`config.mk`:
```
export PLATFORM = sky130hd
export DESIGN_NAME = intr_frame_seq
export DESIGN_NICKNAME = d
export VERILOG_FILES = /design/src/rtl/intr_frame_pkg.sv /design/src/rtl/intr_frame_budget.sv /design/src/rtl/intr_push_mux.sv /design/src/rtl/intr_exit_calc.sv /design/src/rtl/intr_frame_seq.sv
export SDC_FILE = /design/constraint.sdc
export NUM_CORES = 1
export LEC_CHECK = 0
export ABC_AREA = 1
export CORE_AREA = 2 2 235 237
export CTS_BUF_LIST = sky130_fd_sc_hd__clkbuf_16
export DETAILED_ROUTE_END_ITERATION = 12
export DIE_AREA = 0 0 237 239
export HOLD_SLACK_MARGIN = 0.05
export PLACE_DENSITY = 0.74
export RECOVER_POWER = 100
export SYNTH_ARGS = -nofsm -noshare
export SYNTH_HDL_FRONTEND = slang
export SYNTH_HIERARCHICAL = 1
export SYNTH_SLANG_ARGS = --single-unit
```
`constraint.sdc`:
```
create_clock -name clk -period 5.4 [get_ports clk]
set_input_delay 0.81 -clock clk [delete_from_list [all_inputs] [get_ports clk]]
set_output_delay 0.81 -clock clk [all_outputs]
set_load 0.1 [all_outputs]
```
`src/rtl/intr_frame_pkg.sv`:
```
package intr_frame_pkg;

    localparam int ADDR_W = 32;
    localparam int WORD_W = 32;
    localparam int SEL_W  = 16;
    localparam int CPL_W  = 2;

    localparam int BIT_TF = 8;
    localparam int BIT_IF = 9;
    localparam int BIT_NT = 14;
    localparam int BIT_RF = 16;
    localparam int BIT_VM = 17;

    typedef enum logic [1:0] {
        ENT_REAL = 2'd0,
        ENT_SAME = 2'd1,
        ENT_MORE = 2'd2,
        ENT_RSVD = 2'd3
    } entry_e;

    typedef enum logic [3:0] {
        ST_IDLE, ST_RD_IP, ST_RD_CS, ST_CHECK,
        ST_GS, ST_FS, ST_DS, ST_ES,
        ST_SS, ST_SP, ST_FL, ST_CS,
        ST_IP, ST_ERR, ST_DONE, ST_FAULT
    } state_e;

    typedef struct packed {
        entry_e              kind;
        logic                op32;
        logic                intr_gate;
        logic                is_fault;
        logic                has_err;
        logic                from_v86;
        logic [SEL_W-1:0]    err;
        logic [CPL_W-1:0]    cur_cpl;
        logic [CPL_W-1:0]    tgt_dpl;
        logic [WORD_W-1:0]   flags;
        logic [SEL_W-1:0]    cs;
        logic [ADDR_W-1:0]   ip;
        logic [SEL_W-1:0]    ss;
        logic [ADDR_W-1:0]   sp;
        logic [SEL_W-1:0]    ds;
        logic [SEL_W-1:0]    es;
        logic [SEL_W-1:0]    fs;
        logic [SEL_W-1:0]    gs;
        logic [SEL_W-1:0]    gcs;
        logic [ADDR_W-1:0]   gip;
        logic [ADDR_W-1:0]   cs_lim;
        logic [SEL_W-1:0]    nss;
        logic [ADDR_W-1:0]   nsp;
    } req_t;

endpackage

```
`src/rtl/intr_frame_budget.sv`:
```
module intr_frame_budget
    import intr_frame_pkg::*;
(
    input  req_t              req,
    input  logic [ADDR_W-1:0] tgt_ip,
    output logic [ADDR_W-1:0] base_sp,
    output logic [ADDR_W-1:0] step,
    output logic              room_ok,
    output logic              ip_ok
);
    localparam int CNT_W      = 4;
    localparam int ITEMS_BASE = 3;
    localparam int ITEMS_PRIV = 5;
    localparam int ITEMS_V86  = 9;

    logic [CNT_W-1:0]  items;
    logic [ADDR_W-1:0] need;

    always_comb begin
        case (req.kind)
            ENT_REAL: items = CNT_W'(ITEMS_BASE);
            ENT_MORE: items = req.from_v86 ? CNT_W'(ITEMS_V86) : CNT_W'(ITEMS_PRIV);
            default:  items = CNT_W'(ITEMS_BASE);
        endcase
        if (req.kind != ENT_REAL && req.has_err)
            items = items + CNT_W'(1);
    end

    assign step    = req.op32 ? ADDR_W'(4) : ADDR_W'(2);
    assign need    = ADDR_W'(items) << (req.op32 ? 2 : 1);
    assign base_sp = (req.kind == ENT_MORE) ? req.nsp : req.sp;
    assign room_ok = (base_sp >= need);
    assign ip_ok   = (req.kind == ENT_REAL) || (tgt_ip <= req.cs_lim);

endmodule

```
`src/rtl/intr_push_mux.sv`:
```
module intr_push_mux
    import intr_frame_pkg::*;
(
    input  state_e            state,
    input  req_t              req,
    output logic              active,
    output logic [WORD_W-1:0] data
);
    localparam int PAD_W = WORD_W - SEL_W;

    logic [WORD_W-1:0] raw;
    logic [WORD_W-1:0] fl_word;

    assign fl_word = req.flags | (req.is_fault ? (WORD_W'(1) << BIT_RF) : '0);

    always_comb begin
        active = 1'b1;
        unique case (state)
            ST_GS:   raw = {{PAD_W{1'b0}}, req.gs};
            ST_FS:   raw = {{PAD_W{1'b0}}, req.fs};
            ST_DS:   raw = {{PAD_W{1'b0}}, req.ds};
            ST_ES:   raw = {{PAD_W{1'b0}}, req.es};
            ST_SS:   raw = {{PAD_W{1'b0}}, req.ss};
            ST_SP:   raw = req.sp;
            ST_FL:   raw = fl_word;
            ST_CS:   raw = {{PAD_W{1'b0}}, req.cs};
            ST_IP:   raw = req.ip;
            ST_ERR:  raw = {{PAD_W{1'b0}}, req.err};
            default: begin
                raw    = '0;
                active = 1'b0;
            end
        endcase
    end

    assign data = req.op32 ? raw : {{PAD_W{1'b0}}, raw[SEL_W-1:0]};

endmodule

```
`src/rtl/intr_exit_calc.sv`:
```
module intr_exit_calc
    import intr_frame_pkg::*;
(
    input  req_t              req,
    input  logic [SEL_W-1:0]  tbl_ip,
    input  logic [SEL_W-1:0]  tbl_cs,
    output logic [ADDR_W-1:0] entry_ip,
    output logic [SEL_W-1:0]  entry_cs,
    output logic [SEL_W-1:0]  entry_ss,
    output logic [CPL_W-1:0]  entry_cpl,
    output logic [WORD_W-1:0] entry_flags,
    output logic              clr_segs
);
    logic [WORD_W-1:0] clr_mask;

    always_comb begin
        clr_mask = (WORD_W'(1) << BIT_TF);
        clr_segs = 1'b0;
        case (req.kind)
            ENT_REAL: begin
                entry_ip  = ADDR_W'(tbl_ip);
                entry_cs  = tbl_cs;
                entry_ss  = req.ss;
                entry_cpl = req.cur_cpl;
                clr_mask  = clr_mask | (WORD_W'(1) << BIT_IF);
            end
            ENT_MORE: begin
                entry_ip  = req.gip;
                entry_cs  = {req.gcs[SEL_W-1:CPL_W], req.tgt_dpl};
                entry_ss  = req.nss;
                entry_cpl = req.tgt_dpl;
                clr_segs  = req.from_v86;
                clr_mask  = clr_mask | (WORD_W'(1) << BIT_NT) | (WORD_W'(1) << BIT_VM)
                          | (req.intr_gate ? (WORD_W'(1) << BIT_IF) : '0);
            end
            default: begin
                entry_ip  = req.gip;
                entry_cs  = {req.gcs[SEL_W-1:CPL_W], req.cur_cpl};
                entry_ss  = req.ss;
                entry_cpl = req.cur_cpl;
                clr_mask  = clr_mask | (WORD_W'(1) << BIT_NT)
                          | (req.intr_gate ? (WORD_W'(1) << BIT_IF) : '0);
            end
        endcase
        entry_flags = req.flags & ~clr_mask;
    end

endmodule

```
`src/rtl/intr_frame_seq.sv`:
```
module intr_frame_seq
    import intr_frame_pkg::*;
#(
    parameter int VEC_W = 8
) (
    input  logic              clk,
    input  logic              rst_n,
    input  logic              start,
    input  logic [1:0]        kind,
    input  logic              op32,
    input  logic              intr_gate,
    input  logic              is_fault,
    input  logic              has_err,
    input  logic [15:0]       err_code,
    input  logic              from_v86,
    input  logic [VEC_W-1:0]  vector,
    input  logic [1:0]        cur_cpl,
    input  logic [1:0]        tgt_dpl,
    input  logic [31:0]       old_flags,
    input  logic [15:0]       old_cs,
    input  logic [31:0]       old_ip,
    input  logic [15:0]       old_ss,
    input  logic [31:0]       old_sp,
    input  logic [15:0]       old_ds,
    input  logic [15:0]       old_es,
    input  logic [15:0]       old_fs,
    input  logic [15:0]       old_gs,
    input  logic [15:0]       gate_cs,
    input  logic [31:0]       gate_ip,
    input  logic [31:0]       cs_limit,
    input  logic [15:0]       new_ss,
    input  logic [31:0]       new_sp,
    output logic              rd_en,
    output logic [31:0]       rd_addr,
    input  logic [15:0]       rd_data,
    output logic              push_valid,
    output logic              push_wide,
    output logic [31:0]       push_addr,
    output logic [31:0]       push_data,
    output logic              gp_fault,
    output logic              ss_fault,
    output logic              done,
    output logic [31:0]       entry_ip,
    output logic [15:0]       entry_cs,
    output logic [15:0]       entry_ss,
    output logic [31:0]       entry_sp,
    output logic [31:0]       entry_flags,
    output logic [1:0]        entry_cpl,
    output logic              null_segs
);
    localparam int TBL_SH   = 2;
    localparam int HALF_OFS = 2;

    state_e            state_q, state_d;
    req_t              req_q, req_in;
    logic [VEC_W-1:0]  vec_q;
    logic [SEL_W-1:0]  tbl_ip_q, tbl_cs_q;
    logic [ADDR_W-1:0] sp_q;

    logic [ADDR_W-1:0] base_sp, step, tgt_ip;
    logic              room_ok, ip_ok;
    logic              push_act;
    logic [WORD_W-1:0] push_word;
    logic              clr_segs;

    always_comb begin
        req_in.kind      = entry_e'(kind);
        req_in.op32      = op32;
        req_in.intr_gate = intr_gate;
        req_in.is_fault  = is_fault;
        req_in.has_err   = has_err;
        req_in.from_v86  = from_v86;
        req_in.err       = err_code;
        req_in.cur_cpl   = cur_cpl;
        req_in.tgt_dpl   = tgt_dpl;
        req_in.flags     = old_flags;
        req_in.cs        = old_cs;
        req_in.ip        = old_ip;
        req_in.ss        = old_ss;
        req_in.sp        = old_sp;
        req_in.ds        = old_ds;
        req_in.es        = old_es;
        req_in.fs        = old_fs;
        req_in.gs        = old_gs;
        req_in.gcs       = gate_cs;
        req_in.gip       = gate_ip;
        req_in.cs_lim    = cs_limit;
        req_in.nss       = new_ss;
        req_in.nsp       = new_sp;
    end

    intr_exit_calc u_exit (
        .req         (req_q),
        .tbl_ip      (tbl_ip_q),
        .tbl_cs      (tbl_cs_q),
        .entry_ip    (tgt_ip),
        .entry_cs    (entry_cs),
        .entry_ss    (entry_ss),
        .entry_cpl   (entry_cpl),
        .entry_flags (entry_flags),
        .clr_segs    (clr_segs)
    );

    intr_frame_budget u_budget (
        .req     (req_q),
        .tgt_ip  (tgt_ip),
        .base_sp (base_sp),
        .step    (step),
        .room_ok (room_ok),
        .ip_ok   (ip_ok)
    );

    intr_push_mux u_mux (
        .state  (state_q),
        .req    (req_q),
        .active (push_act),
        .data   (push_word)
    );

    // state register
    always_ff @(posedge clk or negedge rst_n) begin
        if (!rst_n) state_q <= ST_IDLE;
        else        state_q <= state_d;
    end

    // latched request, table words and running stack pointer
    always_ff @(posedge clk or negedge rst_n) begin
        if (!rst_n) begin
            req_q    <= '0;
            vec_q    <= '0;
            tbl_ip_q <= '0;
            tbl_cs_q <= '0;
            sp_q     <= '0;
        end else begin
            if (state_q == ST_IDLE && start) begin
                req_q <= req_in;
                vec_q <= vector;
            end
            if (state_q == ST_RD_IP) tbl_ip_q <= rd_data;
            if (state_q == ST_RD_CS) tbl_cs_q <= rd_data;
            if (state_q == ST_CHECK)  sp_q <= base_sp;
            else if (push_act)        sp_q <= sp_q - step;
        end
    end

    // next state
    always_comb begin
        state_d = state_q;
        unique case (state_q)
            ST_IDLE:  if (start) state_d = (entry_e'(kind) == ENT_REAL) ? ST_RD_IP : ST_CHECK;
            ST_RD_IP: state_d = ST_RD_CS;
            ST_RD_CS: state_d = ST_CHECK;
            ST_CHECK: begin
                if (!room_ok || !ip_ok)                           state_d = ST_FAULT;
                else if (req_q.kind == ENT_MORE && req_q.from_v86) state_d = ST_GS;
                else if (req_q.kind == ENT_MORE)                   state_d = ST_SS;
                else                                               state_d = ST_FL;
            end
            ST_GS:    state_d = ST_FS;
            ST_FS:    state_d = ST_DS;
            ST_DS:    state_d = ST_ES;
            ST_ES:    state_d = ST_SS;
            ST_SS:    state_d = ST_SP;
            ST_SP:    state_d = ST_FL;
            ST_FL:    state_d = ST_CS;
            ST_CS:    state_d = ST_IP;
            ST_IP:    state_d = (req_q.kind != ENT_REAL && req_q.has_err) ? ST_ERR : ST_DONE;
            ST_ERR:   state_d = ST_DONE;
            ST_DONE:  state_d = ST_IDLE;
            ST_FAULT: state_d = ST_IDLE;
        endcase
    end

    // outputs
    always_comb begin
        rd_en      = 1'b0;
        rd_addr    = ADDR_W'(vec_q) << TBL_SH;
        done       = 1'b0;
        gp_fault   = 1'b0;
        ss_fault   = 1'b0;
        null_segs  = 1'b0;
        unique case (state_q)
            ST_RD_IP: rd_en = 1'b1;
            ST_RD_CS: begin
                rd_en   = 1'b1;
                rd_addr = (ADDR_W'(vec_q) << TBL_SH) + ADDR_W'(HALF_OFS);
            end
            ST_DONE: begin
                done      = 1'b1;
                null_segs = clr_segs;
            end
            ST_FAULT: begin
                ss_fault = !room_ok;
                gp_fault = room_ok && !ip_ok;
            end
            default: ;
        endcase
    end

    assign push_valid = push_act;
    assign push_wide  = req_q.op32;
    assign push_addr  = sp_q - step;
    assign push_data  = push_word;
    assign entry_ip   = tgt_ip;
    assign entry_sp   = sp_q;

    // each write sits one item below the previous one
    assert_sp_step_R11: assert property (@(posedge clk) disable iff (!rst_n)
        (push_valid && $past(push_valid)) |-> (push_addr == $past(push_addr) - (push_wide ? 32'd4 : 32'd2)));

    // second table read follows the first, one half-word up
    assert_tbl_pair_R1: assert property (@(posedge clk) disable iff (!rst_n)
        (rd_en && $past(rd_en)) |-> (rd_addr == $past(rd_addr) + 32'd2));

    // strobes never overlap
    assert_strobe_excl_R6: assert property (@(posedge clk) disable iff (!rst_n)
        $onehot0({push_valid, done, gp_fault, ss_fault, rd_en}));

    // a fault is never followed by a write
    assert_fault_nopush_R7: assert property (@(posedge clk) disable iff (!rst_n)
        (gp_fault || ss_fault) |=> !push_valid);

    // committed target respects the code limit in protected mode
    assert_limit_ok_R7: assert property (@(posedge clk) disable iff (!rst_n)
        (done && req_q.kind != ENT_REAL) |-> (entry_ip <= req_q.cs_lim));

    // trap flag always cleared on entry
    assert_tf_clear_R8: assert property (@(posedge clk) disable iff (!rst_n)
        done |-> !entry_flags[BIT_TF]);

    // selector RPL matches the level after entry
    assert_rpl_match_R9: assert property (@(posedge clk) disable iff (!rst_n)
        (done && req_q.kind != ENT_REAL) |-> (entry_cs[1:0] == entry_cpl));

    // done only right after the final write
    assert_done_after_push_R12: assert property (@(posedge clk) disable iff (!rst_n)
        $rose(done) |-> $past(push_valid));

endmodule

```
==> impl_metrics.toml <==
[clocking]
insertion_delay_ps = 590
cts_max_level = 2
cts-root-buf = "sky130_fd_sc_hd__clkbuf_16"
cts.path.max_buffers = 3
cts.repair.resized = 0
clkTransAtPathRegs_ps = 60
cts_buffers = 49
cts_setup_buffers = 0
sinks_on_clock_net = 421
tritoncts = "built"
cts_hold_buf = 0

[setup_path]
critPathCaptureType = "primary output"
rr_startpoint = "state_q[3]$_DFFE_PN0P_"
timing.reg2reg.worst_path_depth = 5
timing.rr.end = "req_q[319]$_DFFE_PN0P_"
timing.critical_path.arrival_ps = 4040
startpoint_type = "register"
rrSetupSlack_ps = 590
worst-setup-path-type = "reg2out"
critical_path.max_fanout = 15
required_ps = 4590

[logic_synthesis]
synth.avg_cell_area_sq_um = 8.77
syn_inst = 2744
yosys_warnings = 6
post_synth_instance_area_sq_um = 24100

[floorplanning]
io_pins = 607
initial_utilization_pct = 44.3
placement_rows = 86
floorplan.die.width_microns = 237
core_region_area_sq_um = 54300
area_of_the_die_sq_um = 56600
fp.dieH_microns = 239

[sta]
final.setup.worst_slack_ps = 547
unrepaired_setup_endpoints_after_global_routing = "false"
max_freq_mhz = 206
tightest_slew_ps = 4020
timing.clock.skew_ps = 20.0
finalCritPeriodShare_pct = 89.9
slew_viol_final = 399
fin_crit_ps = 4850
hold_violations = 0
relSlewSlack_pct = -168
setup_viol = 0
setup_tns_ps = 0

[route]
wl_per_cell_microns = 19.5
detailedRoute.firstPassIterationCount = 6
postRouteAntennaNets = 0
remaining_drc_errors = 0
via_per_inst = 4.98
detail_route.iter0.violations = 1253
routed_wirelength_microns = 78400
dr_total_vias = 20100

[grt]
global_route.overflow_total = 0
grt_start_max_net_pins = 138
grt_antenna_before_repair = 19
via_count_of_the_first_global_routing_pass = 19900
track_usage_pct = 27.5
first_pass_grt_wire_length_microns = 118000

[status]
run_status = "finished with violations"
violations = "capacitance limit, slew limit"

[hold_path]
worst_hold_path_endpoint = "req_q[18]$_DFFE_PN0P_"
timing.hold.worst.start = "req_q[18]$_DFFE_PN0P_"
timing.hold.worst.class = "reg2reg"
holdPathStages = 1

[cells_and_area]
num-nets-final = 3718
top_library_cells_by_usage_in_the_layout_fill_and_taps_aside = "sky130_fd_sc_hd__nand2_1 (758), sky130_fd_sc_hd__dfrtp_1 (421), sky130_fd_sc_hd__clkdlybuf4s50_1 (370)"
final_common_cell = "sky130_fd_sc_hd__nand2_1"
finish.instance_area_sq_um = 31100
syn_to_final_growth_pct = 29.2
fillers = 4862
fraction_of_layout_instances_using_a_drive_strength_above_1_pct = 5.14

[placed_design]
dp_hpwl_microns = 60400
worst_setup_slack_after_placement_ps = 1310
routabilityCongestion = 0.977
placedInstanceArea_sq_um = 29800
io_buffer_count = 580

[flow_run]
max_cap_violations = 7
worst max-delay path, stage by stage (launching register included):
cell and delay, ps:
sky130_fd_sc_hd__dfrtp_1 620, sky130_fd_sc_hd__inv_1 80, sky130_fd_sc_hd__nor2_1 800, sky130_fd_sc_hd__nor2_1 170, sky130_fd_sc_hd__o21ai_0 190, sky130_fd_sc_hd__nand2_1 80, sky130_fd_sc_hd__ha_1 310, sky130_fd_sc_hd__nand4_1 120
sky130_fd_sc_hd__nor3_1 240, sky130_fd_sc_hd__nand3_1 110, sky130_fd_sc_hd__nand3_1 200, sky130_fd_sc_hd__nor3b_2 210, sky130_fd_sc_hd__buf_4 320
per-stage QoR:
stage,hold WS [ps],utilization [%],instances
after floorplan,450,-,2796
after global placement,462,54.8,3926
after detailed placement,469,54.8,3926
after CTS,228,57.6,4013
after global routing,488,57.2,4025
final,479,57.2,4029
final cells by class:
class,instances,area [sq um],share of cell area (%)
tap,704,881,2.83
sequential,421,10500,33.9
antenna,16,40.0,0.129
clock inverter,37,277,0.889
inverter,356,1340,4.30
multi-input combinational,1832,11000,35.3
clock buffer,50,1250,4.02
timing repair buffer,613,5820,18.7
worst max path at each step:
| stage | from | slack [ps] | end |
|---|---|---|---|
| 6_report | req_q[346]$_DFFE_PN0P_ | 550 | gp_fault |
| 5_1_grt | req_q[346]$_DFFE_PN0P_ | 200 | ss_fault |
| 4_1_cts | state_q[1]$_DFFE_PN0P_ | 670 | push_data[1] |
| 3_5_place_dp | state_q[1]$_DFFE_PN0P_ | 1310 | push_data[1] |
| 3_3_place_gp | state_q[1]$_DFFE_PN0P_ | 1330 | push_data[1] |
| 2_1_floorplan | req_q[345]$_DFFE_PN0P_ | 190 | gp_fault |
flip-flops by register name, indices dropped and copies added (netlist names):
signal	flops
entry_sp	32
tbl_cs_q	16
req_q	344
push_wide	1
tbl_ip_q	16
state_q	4
vec_q	8
routing by layer:
metal  vias to the layer above  part of all wire [%]  track usage, %
met5                         -                  0.12               0
met4                        14                   3.0            9.76
met3                       141                   7.1            6.04
met2                       674                    49            47.2
met1                      9527                    41            34.0
li1                       9719                     -               -
Power is left out: the tool's default activity adds up to more than one toggle a clock period on the data nets, which glitch-free logic cannot reach.
